`src/rtl/adc_seq_pkg.sv`:
```
package adc_seq_pkg;

    localparam int NUM_CH = 8;
    localparam int CODE_W = 4;
    localparam int LEN_W  = 4;
    localparam int CH_W   = $clog2(NUM_CH);
    localparam int SLOT_W = $clog2(NUM_CH);

    typedef logic [CH_W-1:0]   chan_t;
    typedef logic [SLOT_W-1:0] slot_t;
    typedef logic [CODE_W-1:0] code_t;
    typedef logic [LEN_W-1:0]  len_t;

    localparam chan_t CH_TOP = chan_t'(NUM_CH - 1);

    typedef enum logic {SEQ_IDLE, SEQ_RUN} seq_state_e;

    typedef struct packed {
        logic  multi;
        chan_t wrap;
        slot_t last;
    } seq_cfg_t;

    typedef struct packed {
        slot_t slot;
        chan_t chan;
    } seq_res_t;

    // Codes beyond the last input all land on the top input.
    function automatic chan_t map_code(code_t c);
        if (int'(c) >= NUM_CH) return CH_TOP;
        return chan_t'(c);
    endfunction

    // Zero or out-of-range wrap settings act as the top input.
    function automatic chan_t eff_wrap(code_t w);
        if (w == '0 || int'(w) >= NUM_CH) return CH_TOP;
        return chan_t'(w);
    endfunction

    // Index of the final slot; zero or oversize length gives a full sequence.
    function automatic slot_t eff_last(len_t l);
        if (l == '0 || int'(l) > NUM_CH) return slot_t'(NUM_CH - 1);
        return slot_t'(l - 1'b1);
    endfunction

endpackage

```
`src/rtl/adc_seq_cfg.sv`:
```
module adc_seq_cfg
    import adc_seq_pkg::*;
(
    input  logic     clk,
    input  logic     rst,
    input  logic     load_i,
    input  code_t    sel_code_i,
    input  logic     multi_i,
    input  code_t    wrap_i,
    input  len_t     len_i,
    output seq_cfg_t cfg_q,
    output chan_t    first_chan,
    output logic     first_high
);
    chan_t wrap_n;

    always_comb begin
        first_chan = map_code(sel_code_i);
        wrap_n     = eff_wrap(wrap_i);
        first_high = multi_i && (first_chan > wrap_n);
    end

    always_ff @(posedge clk) begin
        if (rst) begin
            cfg_q <= '0;
        end else if (load_i) begin
            cfg_q.multi <= multi_i;
            cfg_q.wrap  <= wrap_n;
            cfg_q.last  <= eff_last(len_i);
        end
    end
endmodule

```
`src/rtl/adc_seq_chan.sv`:
```
module adc_seq_chan
    import adc_seq_pkg::*;
(
    input  logic  clk,
    input  logic  rst,
    input  logic  load_i,
    input  chan_t first_chan_i,
    input  logic  first_high_i,
    input  logic  step_i,
    input  logic  multi_i,
    input  chan_t wrap_i,
    output chan_t chan_q
);
    logic  top_wrap_q;
    chan_t chan_n;
    logic  top_wrap_n;

    always_comb begin
        chan_n     = chan_q;
        top_wrap_n = top_wrap_q;
        if (multi_i) begin
            if (top_wrap_q) begin
                if (chan_q == CH_TOP) begin
                    chan_n     = '0;
                    top_wrap_n = 1'b0;
                end else begin
                    chan_n = chan_q + 1'b1;
                end
            end else if (chan_q == wrap_i) begin
                chan_n = '0;
            end else begin
                chan_n = chan_q + 1'b1;
            end
        end
    end

    always_ff @(posedge clk) begin
        if (rst) begin
            chan_q     <= '0;
            top_wrap_q <= 1'b0;
        end else if (load_i) begin
            chan_q     <= first_chan_i;
            top_wrap_q <= first_high_i;
        end else if (step_i) begin
            chan_q     <= chan_n;
            top_wrap_q <= top_wrap_n;
        end
    end
endmodule

```
`src/rtl/adc_seq_fsm.sv`:
```
module adc_seq_fsm
    import adc_seq_pkg::*;
(
    input  logic     clk,
    input  logic     rst,
    input  logic     start_i,
    input  logic     done_i,
    input  slot_t    last_i,
    input  chan_t    chan_i,
    output logic     busy_o,
    output logic     step_o,
    output logic     res_valid_o,
    output seq_res_t res_o,
    output logic     seq_done_o
);
    seq_state_e state_q;
    slot_t      slot_q;
    logic       accept;
    logic       final_slot;

    always_comb begin
        busy_o     = (state_q == SEQ_RUN);
        accept     = busy_o && done_i && !start_i;
        final_slot = (slot_q == last_i);
        step_o     = accept && !final_slot;
    end

    always_ff @(posedge clk) begin
        if (rst) begin
            state_q     <= SEQ_IDLE;
            slot_q      <= '0;
            res_valid_o <= 1'b0;
            res_o       <= '0;
            seq_done_o  <= 1'b0;
        end else begin
            res_valid_o <= accept;
            seq_done_o  <= accept && final_slot;
            if (accept) begin
                res_o.slot <= slot_q;
                res_o.chan <= chan_i;
            end
            if (start_i) begin
                state_q <= SEQ_RUN;
                slot_q  <= '0;
            end else if (accept) begin
                if (final_slot) begin
                    state_q <= SEQ_IDLE;
                end else begin
                    slot_q <= slot_q + 1'b1;
                end
            end
        end
    end
endmodule

```
`src/rtl/adc_seq_ctrl.sv`:
```
module adc_seq_ctrl
    import adc_seq_pkg::*;
(
    input  logic        clk,
    input  logic        rst,
    input  logic        start_i,
    input  logic [3:0]  sel_code_i,
    input  logic        multi_i,
    input  logic [3:0]  wrap_i,
    input  logic [3:0]  len_i,
    input  logic        conv_done_i,
    output logic        conv_req_o,
    output logic [2:0]  chan_o,
    output logic        res_valid_o,
    output logic [2:0]  res_slot_o,
    output logic [2:0]  res_chan_o,
    output logic        seq_done_o
);
    seq_cfg_t cfg;
    chan_t    first_chan;
    logic     first_high;
    logic     step;
    chan_t    chan;
    seq_res_t res;

    adc_seq_cfg u_cfg (
        .clk        (clk),
        .rst        (rst),
        .load_i     (start_i),
        .sel_code_i (sel_code_i),
        .multi_i    (multi_i),
        .wrap_i     (wrap_i),
        .len_i      (len_i),
        .cfg_q      (cfg),
        .first_chan (first_chan),
        .first_high (first_high)
    );

    adc_seq_chan u_chan (
        .clk          (clk),
        .rst          (rst),
        .load_i       (start_i),
        .first_chan_i (first_chan),
        .first_high_i (first_high),
        .step_i       (step),
        .multi_i      (cfg.multi),
        .wrap_i       (cfg.wrap),
        .chan_q       (chan)
    );

    adc_seq_fsm u_fsm (
        .clk         (clk),
        .rst         (rst),
        .start_i     (start_i),
        .done_i      (conv_done_i),
        .last_i      (cfg.last),
        .chan_i      (chan),
        .busy_o      (conv_req_o),
        .step_o      (step),
        .res_valid_o (res_valid_o),
        .res_o       (res),
        .seq_done_o  (seq_done_o)
    );

    assign chan_o     = chan;
    assign res_slot_o = res.slot;
    assign res_chan_o = res.chan;
endmodule

```
`config.mk`:
```
export PLATFORM = sky130hd
export DESIGN_NAME = adc_seq_ctrl
export DESIGN_NICKNAME = d
export VERILOG_FILES = /design/src/rtl/adc_seq_pkg.sv /design/src/rtl/adc_seq_cfg.sv /design/src/rtl/adc_seq_chan.sv /design/src/rtl/adc_seq_fsm.sv /design/src/rtl/adc_seq_ctrl.sv
export SDC_FILE = /design/constraint.sdc
export NUM_CORES = 1
export LEC_CHECK = 0
export BUFFER_PORTS_ARGS = -buffer_cell sky130_fd_sc_hd__buf_2
export CAP_MARGIN = 20
export CORE_MARGIN = 2
export CORE_UTILIZATION = 54
export CTS_BUF_LIST = sky130_fd_sc_hd__clkbuf_8
export DETAILED_ROUTE_END_ITERATION = 16
export PLACE_DENSITY_LB_ADDON = 0.1
export SYNTH_ARGS = -nofsm -noshare
export SYNTH_HDL_FRONTEND = slang
export SYNTH_SLANG_ARGS = --single-unit
```
`constraint.sdc`:
```
create_clock -name clk -period 1.8 [get_ports clk]
set_clock_uncertainty 0.05 [all_clocks]
set_input_delay 0.18 -clock clk [delete_from_list [all_inputs] [get_ports clk]]
set_output_delay 0.18 -clock clk [all_outputs]
set_load 0.005 [all_outputs]
```
==> results.sh, run 1 <==
export IMPL_syn_inst=128
export IMPL_finalSetupTns_ps=0
export IMPL_max_slew_worst_pin_slew_ps=428
export IMPL_avgRoutedWirePerCell_um=12.7
export IMPL_clk_pin_slew_ps=80
export IMPL_grt_usage_pct=21.1
export IMPL_design_area_um2=1400
export IMPL_drtIter0Drc=21
export IMPL_yosysMostFrequentCell="nor2_1"
export IMPL_total_power_w=0.00104
export IMPL_rsz0062_at_grt="no"
export IMPL_internal_power_w=0.000766
export IMPL_netlist_top_cells_area="dfxtp_1 (39%), nor2_1 (7.6%), ha_1 (7.4%)"
export IMPL_htree_levels=1
export IMPL_routed_wl_mm=2.36
export IMPL_setup_viol=0
export IMPL_postCtsSetupBuffers=0
export IMPL_via_per_inst=5.48
export IMPL_yosys_warnings=0
export IMPL_drive_above_1_share_pct=27.7
export IMPL_swShare_pct=26.1
export IMPL_pin_count=29
export IMPL_synth_top_area_share_pct=39.0
export IMPL_critPathMaxFanout=10
export IMPL_area_delta_synth_final_pct=18.3
export IMPL_holdWs_ps=54.7
export IMPL_synth_cell_types=36
export IMPL_num_antenna_cells=0
export IMPL_cts_buffers=3
export IMPL_yosysTopAreaCell="dfxtp_1"
export IMPL_cts_tree="done"
export IMPL_grt_max_degree=22
export IMPL_syn_area_per_cell_um2=9.22
export IMPL_clock_sinks=23
export IMPL_core_area_um2=2000
export IMPL_antenna_found_initial=0
export IMPL_final_nets=184
export IMPL_drcViolationCount=0
export IMPL_cts_resized=0
export IMPL_dpl_instance_area_um2=1350
export IMPL_cap_violations=0
export IMPL_critical_path_class="reg2reg"
export IMPL_grt_pass1_wl_mm=4.14
export IMPL_gp_congestion=0.783
export IMPL_clockPowerShare_pct=30.7
export IMPL_ys_seq_elements=23
export IMPL_start_util_pct=58.9
export IMPL_clockBufferDepth=2
export IMPL_dieArea_um2=2580
export IMPL_postSynth_asyncResetShare_pct=0
export IMPL_synth_edf_count=0
export IMPL_grt_pass1_vias=1001
export IMPL_cts_hold_buf=0
export IMPL_rows=16
export IMPL_synthFlopType="dfxtp_1"
export IMPL_hpwl_mm=1.83
export IMPL_yosys_top_cells_count="nor2_1 (24), dfxtp_1 (23), ha_1 (7), mux2i_1 (7), nand2_1 (7)"
export IMPL_min_period_ps=1600
export IMPL_firstDrtPassIters=4
export IMPL_cts_root_buf="clkbuf_8"
export IMPL_overflow=0
export IMPL_drtAntennaViolNets=0
export IMPL_status="completed"
export IMPL_maxSlewViolCount=0
export IMPL_hold_viol_final=0
export IMPL_synthesis_area_um2=1180
export IMPL_pre_cts_slack_ps=139
export IMPL_p_per_area_nw_per_um2=742
export IMPL_ys_seq_area_share_pct=39.0
export IMPL_io_buffers=28
export IMPL_fin_ws_ps=196
export IMPL_ir_drop_v=0.000443
export IMPL_cp_start_kind="register"
export IMPL_clk_latency_ps=260
export IMPL_p_comb_share_pct=16.0
export IMPL_cp_data_arrival_time_ps=1710
export IMPL_clock_fmax_ghz=0.623
export IMPL_die_h_um=50.7
export IMPL_die_x_um=50.7
export IMPL_required_ps=1910
export IMPL_via_count=1020
export IMPL_leakage_nw=0.698
export IMPL_hold_path_class="in2reg"
export IMPL_power_switching_w=0.000270
export IMPL_slew_headroom_pct=71.4
export IMPL_pwr_share_seq_pct=53.4
export IMPL_syn_num_nets=152
export IMPL_critPathCaptureType="register"
export IMPL_layout_worst_path_cycle_share_pct=89.1
-- kinds of logic after synthesis --
group | count (synthesis) | share of synthesized area [%]
muxes | 7 | 5.94
adders and majority gates | 7 | 7.42
DFF | 23 | 39.0
xor gates and xnor gates | 8 | 6.58
AOI/OAI and AO/OA | 22 | 15.3
buffers and inverters | 11 | 4.77
and+or+nand+nor | 50 | 21.0
-- power groups by stage --
| stage | registers, W | logic (W) | clock network, W |
|---|---|---|---|
| floorplan | 0.000562 | 0.000107 | 0 |
| global route | 0.000557 | 0.000185 | 0.000346 |
| CTS | 0.000553 | 0.000166 | 0.000322 |
| detailed placement | 0.000565 | 0.000165 | 0 |
| finish | 0.000553 | 0.000165 | 0.000318 |
| global placement | 0.000564 | 0.000159 | 0 |
-- final timing paths --
check / end / cells past startpoint / slack [ps] / from
setup / recovery: u_chan.chan_q[1] / 4 / 200 / u_fsm.slot_q[1]
hold / removal: u_cfg.cfg_q[0] / 2 / 50 / len_i[0]
setup reg to reg: u_chan.chan_q[1] / 4 / 200 / u_fsm.slot_q[1]
hold reg to reg: u_fsm.res_o[5] / 2 / 440 / u_fsm.res_o[5]
-- state kept, by name, summed over array words and instances, names as in the netlist --
name               flops
u_cfg.cfg_q            7
u_chan.chan_q          3
u_chan.top_wrap_q      1
u_fsm.busy_o           1
u_fsm.res_o            6
u_fsm.res_valid_o      1
u_fsm.seq_done_o       1
u_fsm.slot_q           3
-- worst max-delay path, cell delays in order (launching register included) --
cell and delay (ps):
dfxtp_1 370, xnor2_1 360, a31oi_4 210, and4b_1 260, a32o_2 260
-- cells in the final DEF (no fill, tap or decap), types with 2 or more instances in the layout --
cell type	n
nand2_1	7
nor2_1	24
buf_2	28
a211oi_1	6
inv_1	6
nor4_1	2
buf_4	4
dfxtp_1	23
a21oi_1	2
or2_2	3
mux2i_1	7
o21ai_0	2
nor3_1	4
nand3_1	4
clkbuf_8	3
xor2_1	4
ha_1	7
xnor2_1	3
nor2b_1	2
-- cell type report --
cell class / count / area (µm²)
multi-input combinational: 94 / 663
fill: 166 / 606
sequential: 23 / 460
timing repair buffer: 32 / 170
clock buffer: 3 / 41.3
tap: 27 / 33.8
inverter: 6 / 22.5
clock inverter: 1 / 5.00
-- stage by stage --
step                utilization [%]  std cells
finish                         69.8        186
detailed placement             67.4        182
global placement               67.4        182
CTS                            69.8        186
global route                   69.8        186
floorplan                         -        128
-- per-layer routing --
| layer | GRT usage [%] | part of all wire (%) | vias to the layer above |
|---|---|---|---|
| met4 | 11.7 | 1.6 | 0 |
| li1 | - | - | 515 |
| met3 | 2.08 | 3.9 | 6 |
| met1 | 25.0 | 47 | 469 |
| met5 | 0 | 0 | - |
| met2 | 37.1 | 47 | 30 |
Power figures use the tool's default switching activity.
==> run 2, diff against run 1 <==
Settings changed: ABC_AREA set to 1, CORE_UTILIZATION 54 to 55.
==> run 2 against run 1 <==
Highest routed layer unchanged. Largest cell class unchanged. Setup slack better by 220 ps. Count of clock-buffer cells in the layout is the same. Hold slack improved by 76 ps.
==> results.sh, run 2 <==
export IMPL_yosysTopAreaCell="dfxtp_1"
export IMPL_synth_top_area_share_pct=37.2
export IMPL_r2r_cells=8
export IMPL_grt_usage_pct=22.3
export IMPL_rows=17
export IMPL_slew_headroom_pct=73.8
export IMPL_yosysMostFrequentCell="nand2_1"
export IMPL_final_nets=223
export IMPL_drcViolationCount=0
export IMPL_postCtsSetupBuffers=0
export IMPL_start_util_pct=57.0
export IMPL_syn_num_nets=194
export IMPL_ys_seq_area_share_pct=37.2
export IMPL_postSynth_asyncResetShare_pct=0
export IMPL_hp_start="rst"
export IMPL_cts_resized=0
export IMPL_ir_drop_v=0.000561
export IMPL_area_delta_synth_final_pct=15.8
export IMPL_core_area_um2=2170
export IMPL_min_period_ps=1380
export IMPL_clock_sinks=23
export IMPL_firstDrtPassIters=6
export IMPL_dieArea_um2=2650
export IMPL_final_common_cell="nand2_1"
export IMPL_hold_path_class="in2reg"
export IMPL_required_ps=1950
export IMPL_critPathCaptureType="register"
export IMPL_final_cell_mix="nand2_1 (32), buf_2 (28), inv_1 (23), dfxtp_1 (23), nor2_1 (20)"
export IMPL_critical_path_class="reg2reg"
export IMPL_dpl_instance_area_um2=1390
export IMPL_netlist_top_cells_area="dfxtp_1 (37%), nand2_1 (9.7%), ha_1 (7.1%)"
export IMPL_via_count=1145
export IMPL_hold_end="u_chan.chan_q[0]"
export IMPL_grt_pass1_vias=1126
export IMPL_hpwl_mm=1.98
export IMPL_cp_data_arrival_time_ps=1530
export IMPL_grt_max_degree=19
export IMPL_avgRoutedWirePerCell_um=10.7
export IMPL_drtAntennaViolNets=0
export IMPL_antenna_found_initial=0
export IMPL_cts_hold_buf=0
export IMPL_regArea_um2=460
export IMPL_cp_start_kind="register"
export IMPL_overflow=0
export IMPL_design_area_um2=1430
export IMPL_status="completed"
export IMPL_synth_edf_count=0
export IMPL_cts_tree="done"
export IMPL_layout_worst_path_cycle_share_pct=76.9
export IMPL_hold_depth=2
export IMPL_cts_root_buf="clkbuf_8"
export IMPL_clk_pin_slew_ps=80
export IMPL_htree_levels=1
export IMPL_io_buffers=28
export IMPL_clock_fmax_ghz=0.722
export IMPL_fin_ws_ps=416
export IMPL_synthesis_area_um2=1240
export IMPL_leakage_nw=0.736
export IMPL_rrSetupSlack_ps=420
export IMPL_clk_latency_ps=260
export IMPL_hold_viol_final=0
export IMPL_drtIter0Drc=13
export IMPL_yosys_warnings=0
export IMPL_gp_congestion=0.805
export IMPL_synthFlopType="dfxtp_1"
export IMPL_via_per_inst=5.07
export IMPL_multi_input_area_um2=656
export IMPL_largest_register_ffs=7
export IMPL_r2r_start="u_chan.chan_q[0]"
export IMPL_synth_cell_types=27
export IMPL_critPathMaxFanout=6
export IMPL_finalSetupTns_ps=0
export IMPL_setup_viol=0
export IMPL_routed_wl_mm=2.42
export IMPL_pre_cts_slack_ps=190
export IMPL_clockBufferDepth=2
export IMPL_max_slew_worst_pin_slew_ps=394
export IMPL_cts_buffers=3
export IMPL_utilization_pct=66.0
export IMPL_p_per_area_nw_per_um2=731
export IMPL_reg_top3="u_cfg.cfg_q (7), u_fsm.res_o (6)"
export IMPL_drive_above_1_share_pct=21.7
export IMPL_die_x_um=51.4
export IMPL_pin_count=29
export IMPL_maxSlewViolCount=0
export IMPL_cap_violations=0
export IMPL_num_antenna_cells=0
export IMPL_yosys_top_cells_count="nand2_1 (32), dfxtp_1 (23), inv_1 (22)"
export IMPL_reg2reg_to="u_chan.chan_q[2]"
export IMPL_syn_area_per_cell_um2=7.28
export IMPL_grt_pass1_wl_mm=4.42
export IMPL_die_h_um=51.4
export IMPL_ys_seq_elements=23
export IMPL_syn_inst=170
export IMPL_largest_register="u_cfg.cfg_q"
export IMPL_rsz0062_at_grt="no"
export IMPL_fillers=218
==> run 2: critical path, cell delays in order, from the launching register on <==
cell     delay [ps]
dfxtp_1         380
ha_1            220
ha_1            270
inv_1            30
nor2_1           80
nand2_1          60
nand2_1          60
nand2_1          60
a21oi_1         120
==> run 2: logic make-up (layout without fill, tap and decap cells) <==
| logic type | after synthesis | count (layout) | synth area share, % |
|---|---|---|---|
| buf+inv | 29 | 57 | 9.81 |
| xor+xnor | 2 | 2 | 1.42 |
| flops | 23 | 23 | 37.2 |
| compound gates | 30 | 30 | 13.0 |
| simple gates | 79 | 79 | 31.4 |
| fa+ha+maj | 7 | 7 | 7.08 |
==> run 2: layer usage <==
layer  up-vias  GRT usage (%)  routed length, µm
li1        610              -                  -
met1       511           24.5               1050
met2        22           42.1               1260
met3         2           3.22                 95
met4         0           9.21                  9
met5         -              0                  0
==> run 2: how the worst max path moves through the flow <==
| stage | startpoint | end | cells past startpoint |
|---|---|---|---|
| 2_1_floorplan | wrap_i[0] | u_chan.top_wrap_q | 11 |
| 3_3_place_gp | wrap_i[0] | u_chan.top_wrap_q | 12 |
| 3_5_place_dp | wrap_i[0] | u_chan.top_wrap_q | 12 |
| 4_1_cts | u_chan.chan_q[0] | u_chan.chan_q[2] | 8 |
| 5_1_grt | wrap_i[0] | u_chan.top_wrap_q | 12 |
| 6_report | u_chan.chan_q[0] | u_chan.chan_q[2] | 8 |
==> run 2: power by group <==
| part | switching, W | leakage, nW | total [W] | internal [W] |
|---|---|---|---|---|
| combinational | 0.000110 | 0.520 | 0.000187 | 0.0000769 |
| clock | 0.000152 | 0.0269 | 0.000304 | 0.000152 |
| sequential | 0.0000211 | 0.189 | 0.000557 | 0.000535 |
==> run 2: stage by stage <==
| step | hold slack [ps] | total power, W | std cells |
|---|---|---|---|
| floorplan | 199 | 0.000697 | 170 |
| global placement | 390 | 0.000749 | 222 |
| detailed placement | 403 | 0.000757 | 222 |
| CTS | 123 | 0.00106 | 226 |
| global route | 139 | 0.00111 | 226 |
| finish | 131 | 0.00105 | 226 |
==> run 2: area by class of cell <==
cell class	count	share of cell area, %
Multi-Input combinational cell	118	45.8
Sequential cell	23	32.1
Timing Repair Buffer	28	9.78
Inverter	25	6.72
Clock buffer	3	2.88
Tap cell	28	2.45
Clock inverter	1	0.262
==> run 3, diff against run 2 <==
Settings changed: CORE_UTILIZATION 55 to 49.
Clock period 1.8 ns to 1.2 ns, I/O delays scaled along.
==> run 3 against run 2 <==
The run now ends with setup timing left. Power up 65%. Cell count up 9.7%. Routed wire length up 26%. First-iteration DRC count up 120%. Sequential share of layout area down 4.7 points. Critical path depth unchanged. Die area up 11%. Cell area up 21%.
==> results.sh, run 3 (same netlist as run 2, synthesis figures left out) <==
export IMPL_violations="setup timing"
export IMPL_die_x_um=54.3
export IMPL_hold_depth=2
export IMPL_final_cell_mix="nand2_1 (29), buf_2 (26), inv_1 (19)"
export IMPL_largest_register_ffs=7
export IMPL_drcViolationCount=0
export IMPL_clockBufferDepth=2
export IMPL_critPathMaxFanout=3
export IMPL_core_area_um2=2430
export IMPL_pin_count=29
export IMPL_min_period_ps=1260
export IMPL_start_util_pct=50.9
export IMPL_clock_fmax_ghz=0.791
export IMPL_firstDrtPassIters=4
export IMPL_crit_chain="ha_4 -> ha_4 -> inv_2 -> nor2_2 -> nand2_1 -> nand2_1 -> nand2_1 -> a21oi_2"
export IMPL_cp_common_cell="nand2_1"
export IMPL_cpPeakStageDelay_ps=370
export IMPL_drtIter0Drc=29
export IMPL_dieArea_um2=2940
export IMPL_gp_congestion=0.786
export IMPL_setup_viol=3
export IMPL_dp_cells=241
export IMPL_cap_violations=0
export IMPL_area_delta_synth_final_pct=39.9
export IMPL_drtAntennaViolNets=0
export IMPL_final_nets=243
export IMPL_ir_drop_v=0.000821
export IMPL_grt_pass1_vias=1100
export IMPL_holdWs_ps=47.9
export IMPL_cp_top_family="adder cells"
export IMPL_hold_path_class="in2reg"
export IMPL_total_power_w=0.00173
export IMPL_grt_max_degree=19
export IMPL_cp_data_arrival_time_ps=1430
export IMPL_max_slew_worst_pin_slew_ps=432
export IMPL_via_count=1270
export IMPL_die_h_um=54.3
export IMPL_final_cell_count_no_fill=248
export IMPL_antenna_found_initial=0
export IMPL_rsz0062_at_grt="yes"
export IMPL_leakage_nw=0.855
export IMPL_final_common_cell="nand2_1"
export IMPL_drive_above_1_share_pct=42.7
export IMPL_overflow=0
export IMPL_finalSetupTns_ps=-110
export IMPL_critical_path_class="reg2reg"
export IMPL_status="finished with violations"
export IMPL_r2r_cells=8
export IMPL_required_ps=1360
export IMPL_cp_start_kind="register"
export IMPL_grt_usage_pct=21.6
export IMPL_fin_ws_ps=-63.9
export IMPL_reg_top3="u_cfg.cfg_q (7), u_fsm.res_o (6)"
export IMPL_routed_wl_mm=3.05
export IMPL_avgRoutedWirePerCell_um=12.3
export IMPL_cts_hold_buf=0
export IMPL_htree_levels=1
export IMPL_slowest_stage="dfxtp_4"
export IMPL_critPathCaptureType="register"
export IMPL_cts_buffers=3
export IMPL_largest_register="u_cfg.cfg_q"
export IMPL_crit_buf_inv=1
export IMPL_clock_sinks=23
export IMPL_grt_pass1_wl_mm=4.53
export IMPL_io_buffers=28
export IMPL_num_antenna_cells=0
export IMPL_rows=18
export IMPL_critical_path_depth=8
export IMPL_p_per_area_nw_per_um2=1000
export IMPL_maxSlewViolCount=0
export IMPL_cts_tree="done"
export IMPL_slew_headroom_pct=71.2
export IMPL_via_per_inst=5.12
export IMPL_clk_pin_slew_ps=90
export IMPL_layout_worst_path_cycle_share_pct=105
export IMPL_pre_cts_slack_ps=-314
export IMPL_cts_root_buf="clkbuf_8"
export IMPL_clk_latency_ps=270
export IMPL_hold_viol_final=0
export IMPL_hpwl_mm=2.12
==> run 3: cell types whose count changed in the layout (fill, tap and decap cells not counted), sizes merged <==
cell / change
buf: +20
==> run 3: layout make-up <==
type,instances,area [µm²]
multi-input combinational,118,764
fill,204,701
sequential,23,475
timing repair buffer,48,310
inverter,25,98.8
clock buffer,3,41.3
tap,30,37.5
clock inverter,1,3.75
==> run 3: where the power goes <==
group	total, W	internal (W)	switching, W
Clock	0.000499	0.000229	0.000270
Combinational	0.000395	0.000183	0.000212
Sequential	0.000837	0.000805	0.0000321
Total	0.00173	0.00122	0.000514
==> run 3: worst reg2reg max path: stages (launching register included) <==
cell and delay, ps:
dfxtp_4 370, ha_4 160, ha_4 250, inv_2 30, nor2_2 60, nand2_1 50, nand2_1 60, nand2_1 60
a21oi_2 120
==> run 3: path summary, 6_finish.rpt <==
check,from,end,slack (ps)
setup / recovery,u_chan.chan_q[1],u_chan.chan_q[2],-60
hold / removal,rst,u_chan.top_wrap_q,50
setup reg to reg,u_chan.chan_q[1],u_chan.chan_q[2],-60
hold reg to reg,u_cfg.cfg_q[6],u_cfg.cfg_q[6],440
==> run 3: per-stage QoR <==
step / area, µm² / utilization [%]
floorplan: 1260 / -
global placement: 1540 / 63.3
detailed placement: 1540 / 63.3
CTS: 1630 / 67.2
global route: 1730 / 71.2
finish: 1730 / 71.2
==> run 3: per-layer routing <==
layer	global-route usage [%]	up-vias	part of all wire [%]
li1	-	646	-
met2	39.4	26	53
met4	10.0	0	1.7
met1	24.5	593	42
met5	0	-	0
met3	3.28	5	3.8
==> run 3: what timing repair did <==
action                                  4_1_cts  5_1_grt
gates resized for setup                       9       26
buffers inserted                              2        1
endpoints found under the setup margin        4       12
pin swaps                                    17       15
